===== config.mk =====
export PLATFORM = sky130hd
export DESIGN_NAME = irq_agg
export DESIGN_NICKNAME = d
export VERILOG_FILES = /design/src/rtl/irq_agg_pkg.sv /design/src/rtl/sticky_bank.sv /design/src/rtl/mask_reg.sv /design/src/rtl/req_reg.sv /design/src/rtl/irq_agg.sv
export SDC_FILE = /design/constraint.sdc
export NUM_CORES = 1
export LEC_CHECK = 0
export BUFFER_PORTS_ARGS = -buffer_cell sky130_fd_sc_hd__buf_2
export CORE_MARGIN = 8
export CORE_UTILIZATION = 40
export DETAILED_ROUTE_END_ITERATION = 10
export SKIP_CTS_REPAIR_TIMING = 1
export SLEW_MARGIN = 20
export SYNTH_ARGS = -nofsm -noshare
export SYNTH_HDL_FRONTEND = slang
export SYNTH_SLANG_ARGS = --single-unit
export TNS_END_PERCENT = 50

===== constraint.sdc =====
create_clock -name clk -period 1.2 [get_ports clk]
set_input_delay 0.18 -clock clk [delete_from_list [all_inputs] [get_ports clk]]
set_output_delay 0.18 -clock clk [all_outputs]
set_load 0.01 [all_outputs]

===== src/rtl/irq_agg_pkg.sv =====
package irq_agg_pkg;
  localparam int ADDR_W = 3;
  typedef enum logic [ADDR_W-1:0] {
    SEL_MAIN_ST  = 3'd0,
    SEL_MAIN_MSK = 3'd1,
    SEL_PACK     = 3'd2,
    SEL_PACK_MSK = 3'd3,
    SEL_FLAG     = 3'd4
  } reg_sel_e;
endpackage


===== src/rtl/sticky_bank.sv =====
module sticky_bank #(
  parameter int W = 8
) (
  input  logic         clk,
  input  logic         rst,
  input  logic [W-1:0] set_i,
  input  logic         clr_en,
  input  logic [W-1:0] clr_i,
  output logic [W-1:0] q
);
  logic [W-1:0] clr_eff;
  assign clr_eff = clr_en ? clr_i : '0;

  always_ff @(posedge clk) begin
    if (rst) q <= '0;
    else     q <= (q & ~clr_eff) | set_i;  // set wins over clear
  end
endmodule


===== src/rtl/mask_reg.sv =====
module mask_reg #(
  parameter int W = 8
) (
  input  logic         clk,
  input  logic         rst,
  input  logic         we,
  input  logic [W-1:0] d,
  output logic [W-1:0] q
);
  always_ff @(posedge clk) begin
    if (rst)     q <= '0;
    else if (we) q <= d;
  end
endmodule


===== src/rtl/req_reg.sv =====
module req_reg #(
  parameter int W = 8
) (
  input  logic         clk,
  input  logic         rst,
  input  logic [W-1:0] vec,
  input  logic [W-1:0] en,
  output logic         irq
);
  always_ff @(posedge clk) begin
    if (rst) irq <= 1'b0;
    else     irq <= |(vec & en);
  end
endmodule


===== src/rtl/irq_agg.sv =====
module irq_agg
  import irq_agg_pkg::*;
#(
  parameter int DATA_W = 32,
  parameter int FLAG_W = 8
) (
  input  logic                 clk,
  input  logic                 rst,
  input  logic [DATA_W-1:0]    ev_main,
  input  logic [DATA_W/2-1:0]  ev_pack,
  input  logic [FLAG_W-1:0]    ev_flag,
  input  logic                 wr_en,
  input  logic [ADDR_W-1:0]    wr_addr,
  input  logic [DATA_W-1:0]    wr_data,
  input  logic [ADDR_W-1:0]    rd_addr,
  output logic [DATA_W-1:0]    rd_data,
  output logic                 irq_main,
  output logic                 irq_pack,
  output logic                 irq_flag
);
  localparam int HALF_W = DATA_W / 2;

  logic [DATA_W-1:0] st_main, msk_main;
  logic [HALF_W-1:0] st_pack, msk_pack;
  logic [FLAG_W-1:0] st_flag;

  logic wr_main_st, wr_main_msk, wr_pack_st, wr_pack_msk, wr_flag;
  assign wr_main_st  = wr_en && (wr_addr == SEL_MAIN_ST);
  assign wr_main_msk = wr_en && (wr_addr == SEL_MAIN_MSK);
  assign wr_pack_st  = wr_en && (wr_addr == SEL_PACK);
  assign wr_pack_msk = wr_en && (wr_addr == SEL_PACK_MSK);
  assign wr_flag     = wr_en && (wr_addr == SEL_FLAG);

  sticky_bank #(.W(DATA_W)) u_st_main (
    .clk(clk), .rst(rst), .set_i(ev_main), .clr_en(wr_main_st),
    .clr_i(wr_data), .q(st_main));

  sticky_bank #(.W(HALF_W)) u_st_pack (
    .clk(clk), .rst(rst), .set_i(ev_pack), .clr_en(wr_pack_st),
    .clr_i(wr_data[HALF_W-1:0]), .q(st_pack));

  sticky_bank #(.W(FLAG_W)) u_st_flag (
    .clk(clk), .rst(rst), .set_i(ev_flag), .clr_en(wr_flag),
    .clr_i(wr_data[FLAG_W-1:0]), .q(st_flag));

  mask_reg #(.W(DATA_W)) u_msk_main (
    .clk(clk), .rst(rst), .we(wr_main_msk), .d(wr_data), .q(msk_main));

  mask_reg #(.W(HALF_W)) u_msk_pack (
    .clk(clk), .rst(rst), .we(wr_pack_msk), .d(wr_data[DATA_W-1:HALF_W]),
    .q(msk_pack));

  req_reg #(.W(DATA_W)) u_req_main (
    .clk(clk), .rst(rst), .vec(st_main), .en(msk_main), .irq(irq_main));

  req_reg #(.W(HALF_W)) u_req_pack (
    .clk(clk), .rst(rst), .vec(st_pack), .en(msk_pack), .irq(irq_pack));

  req_reg #(.W(FLAG_W)) u_req_flag (
    .clk(clk), .rst(rst), .vec(st_flag), .en({FLAG_W{1'b1}}), .irq(irq_flag));

  logic [DATA_W-1:0] rd_next;
  always_comb begin
    rd_next = '0;
    case (rd_addr)
      SEL_MAIN_ST:  rd_next = st_main;
      SEL_MAIN_MSK: rd_next = msk_main;
      SEL_PACK,
      SEL_PACK_MSK: rd_next = {msk_pack, st_pack};
      SEL_FLAG:     rd_next[FLAG_W-1:0] = st_flag;
      default:      rd_next = '0;
    endcase
  end

  always_ff @(posedge clk) begin
    if (rst) rd_data <= '0;
    else     rd_data <= rd_next;
  end
endmodule


==> impl_metrics.env <==
export IMPL_status="finished with violations"
export IMPL_violations="negative hold slack, negative setup slack"
export IMPL_finalInstanceArea_um2=7620
export IMPL_drt_iter0_drc=501
export IMPL_synth_adder_area_share_pct=0
export IMPL_setup_viol=1
export IMPL_clock_skew_ps=6.57
export IMPL_p_leak_nw=3.23
export IMPL_wl_per_cell_um=18.1
export IMPL_ant_nets=0
export IMPL_final_util_pct=55.8
export IMPL_overflow=0
export IMPL_cts_root_buf="clkbuf_16"
export IMPL_dpl_hpwl_mm=14.2
export IMPL_port_buffers=131
export IMPL_hold_violations=12
export IMPL_slew_violations=0
export IMPL_drtPass1Iterations=5
export IMPL_synth_cell_area_um2=5490
export IMPL_core_um2=13700
export IMPL_yosysSeqAreaShare_pct=50.7
export IMPL_start_kind="flop"
export IMPL_arrival_ps=1530
export IMPL_setup_tns_ps=-34.6
export IMPL_max_cap_violations=0
export IMPL_cp_num_buf_inv=0
export IMPL_async_flop_share_pct=0
export IMPL_dieHeight_um=133
export IMPL_slew_limit_headroom_pct=68.3
export IMPL_synth_main_ff_cell="dfxtp_1"
export IMPL_synth_edf_count=0
export IMPL_antenna_found_initial=0
export IMPL_numCtsBuffers=17
export IMPL_cp_required_ps=1500
export IMPL_finalWeightedCongestion=0.911
export IMPL_ir_worst_vdd_v=0.000910
export IMPL_synth_compound_gate_area_share_pct=17.4
export IMPL_crit_type="flop to flop"
export IMPL_yosysUniqueCellTypes=30
export IMPL_path_clk_slew_ps=60
export IMPL_syn_num_nets=772
export IMPL_drt_total_wl_mm=19.2
export IMPL_slowest_stage="dfxtp_1"
export IMPL_cts_buffer_depth=2
export IMPL_gr_usage_all_layers_pct=20.9
export IMPL_fmax_ghz=0.810
export IMPL_synthXorXnorAreaFrac_pct=0
export IMPL_grt_pass1_wl_mm=28.6
export IMPL_critPathCaptureType="flop"
export IMPL_cts_htree_levels=4
export IMPL_yosys_warnings=0
export IMPL_crit_chain="a22oi_2 > nand4_1 > nor4_2 > nor2_1"
export IMPL_clock_sinks=139
export IMPL_worst_slack_ps=-34.6
export IMPL_synth_top_family_by_area="simple AND/OR/NAND/NOR gates"
export IMPL_avgSynthCellArea_um2=8.14
export IMPL_dp_slack_ps=-181
export IMPL_die_area_um2=17700
export IMPL_stdcell_count=1062
export IMPL_area_growth_pct=38.8
export IMPL_muxShareOfSynthArea_pct=5.83
export IMPL_worstMarginPinSlew_ps=474
export IMPL_dp_cells=1001
export IMPL_power_density_nw_per_um2=1490
export IMPL_critical_path_max_fanout=2
export IMPL_viasPerCell=5.23
export IMPL_initial_utilization_pct=40.2
export IMPL_synth_simple_gate_area_share_pct=21.6
export IMPL_cts_tree="built"
export IMPL_via_count=5549
export IMPL_synth_cells=675
export IMPL_timing_final_crit_period_ps=1230
export IMPL_min_period_over_period_pct=103
export IMPL_hold_class="input port to flop"
export IMPL_holdWs_ps=-32.1
export IMPL_path_delay_family="simple AND/OR/NAND/NOR gates"
export IMPL_num_rows=43
export IMPL_drive_gt1_share_pct=26.6
export IMPL_layout_nets=966
export IMPL_ys_ff_latch=139
export IMPL_num_io_pins=132
export IMPL_grt_pass1_vias=5291
export IMPL_dieWidth_um=133
export IMPL_remaining_drc_errors=0
export IMPL_max_stage_delay_ps=330
export IMPL_rsz0062_at_grt="true"
export IMPL_clock_latency_ps=420
export IMPL_grt_max_degree=63
export IMPL_place_area_um2=6690
export IMPL_diodes=0
[cell type report]
cell class | instances | area (um^2)
repair buffers | 218 | 1500
clock inverters | 8 | 90.1
flip-flops and latches | 139 | 2780
well taps | 180 | 225
clock buffers | 24 | 492
multi-input cells | 493 | 2530
fillers | 1319 | 6050
[Yosys cell counts (2+ instances only)]
cell type / n / area share, %
nor2b_1: 2 / 0.23
clkbuf_1: 19 / 1.3
buf_2: 13 / 1.2
nand3_1: 4 / 0.36
a21oi_1: 132 / 12
a22oi_1: 18 / 2.5
nand2_1: 155 / 11
nand2b_1: 3 / 0.34
a221oi_1: 3 / 0.48
a2bb2oi_1: 10 / 1.6
a22o_1: 3 / 0.48
nand4_1: 4 / 0.46
buf_6: 8 / 1.6
o21ai_0: 3 / 0.27
mux2i_1: 32 / 5.8
dfxtp_1: 139 / 51
nor2_1: 111 / 7.6
nor4_1: 3 / 0.34
and3_1: 2 / 0.23
[cells in the final DEF, fill, tap and decap left out, types with 2 or more instances in the layout]
master         count
nand2_1          155
dfxtp_1          139
a21oi_1          132
buf_2            130
nor2_1           111
buf_4             50
mux2i_1           30
dlygate4sd3_1     29
clkbuf_16         17
a22oi_1           11
buf_12             9
a2bb2oi_1          8
a22oi_2            7
clkinv_2           6
nand3_1            4
nand4_1            4
clkbuf_8           4
o21ai_0            3
nand2b_1           3
a22o_1             3
a221oi_1           3
clkbuf_1           3
and3_1             2
mux2i_2            2
nor2b_1            2
a2bb2oi_2          2
nor4_1             2
bufinv_16          2
[tightest hold or removal path: cells and delay by family]
family                 cells  cell delay [ps]
buffers and inverters      1               80
and+or+nand+nor            1               70
AOI/OAI and AO/OA          1               30
[sequential cells by signal, indices dropped and copies added (netlist names)]
signal	flops
u_st_pack.q	16
u_msk_pack.q	16
u_req_main.irq	1
u_st_main.q	32
u_st_flag.q	8
rd_data	32
u_req_flag.irq	1
u_msk_main.q	32
u_req_pack.irq	1
[cell families (layout without fill, tap and decap cells)]
| kind of cell | after synthesis | in the layout |
|---|---|---|
| simple gates | 291 | 291 |
| compound gates | 170 | 170 |
| flops | 139 | 139 |
| buf+inv | 43 | 250 |
| mux | 32 | 32 |
[final timing paths]
| path | to | start | cells after the start | slack, ps |
|---|---|---|---|---|
| worst min register to register | u_msk_pack.q[10] | u_msk_pack.q[10] | 2 | 480 |
| worst min-delay path | u_st_main.q[31] | ev_main[31] | 3 | -30 |
| worst max-delay path | u_req_main.irq | u_st_main.q[21] | 4 | -30 |
| worst max register to register | u_req_main.irq | u_st_main.q[21] | 4 | -30 |
[metrics by stage]
step / power, mW / hold WS (ps)
floorplan: 5.57 / 297
global placement: 6.16 / 386
detailed placement: 6.18 / 390
CTS: 11.3 / -54.3
global route: 11.7 / 0.00980
finish: 11.3 / -32.1
[report_power, final]
part / switching, mW / internal [mW] / leakage (nW) / total, mW
registers: 0.158 / 4.83 / 1.14 / 4.99
clock network: 1.87 / 3.25 / 0.294 / 5.13
logic: 0.640 / 0.577 / 1.80 / 1.22
total: 2.67 / 8.66 / 3.23 / 11.3
[layer usage]
layer | up-vias | track usage [%] | wire [um]
li1 | 2671 | - | -
met1 | 2586 | 27.5 | 8260
met2 | 257 | 31.7 | 8780
met3 | 35 | 5.50 | 1660
met4 | 0 | 9.11 | 479
met5 | - | 0 | 0
Power figures use the tool's default switching activity.
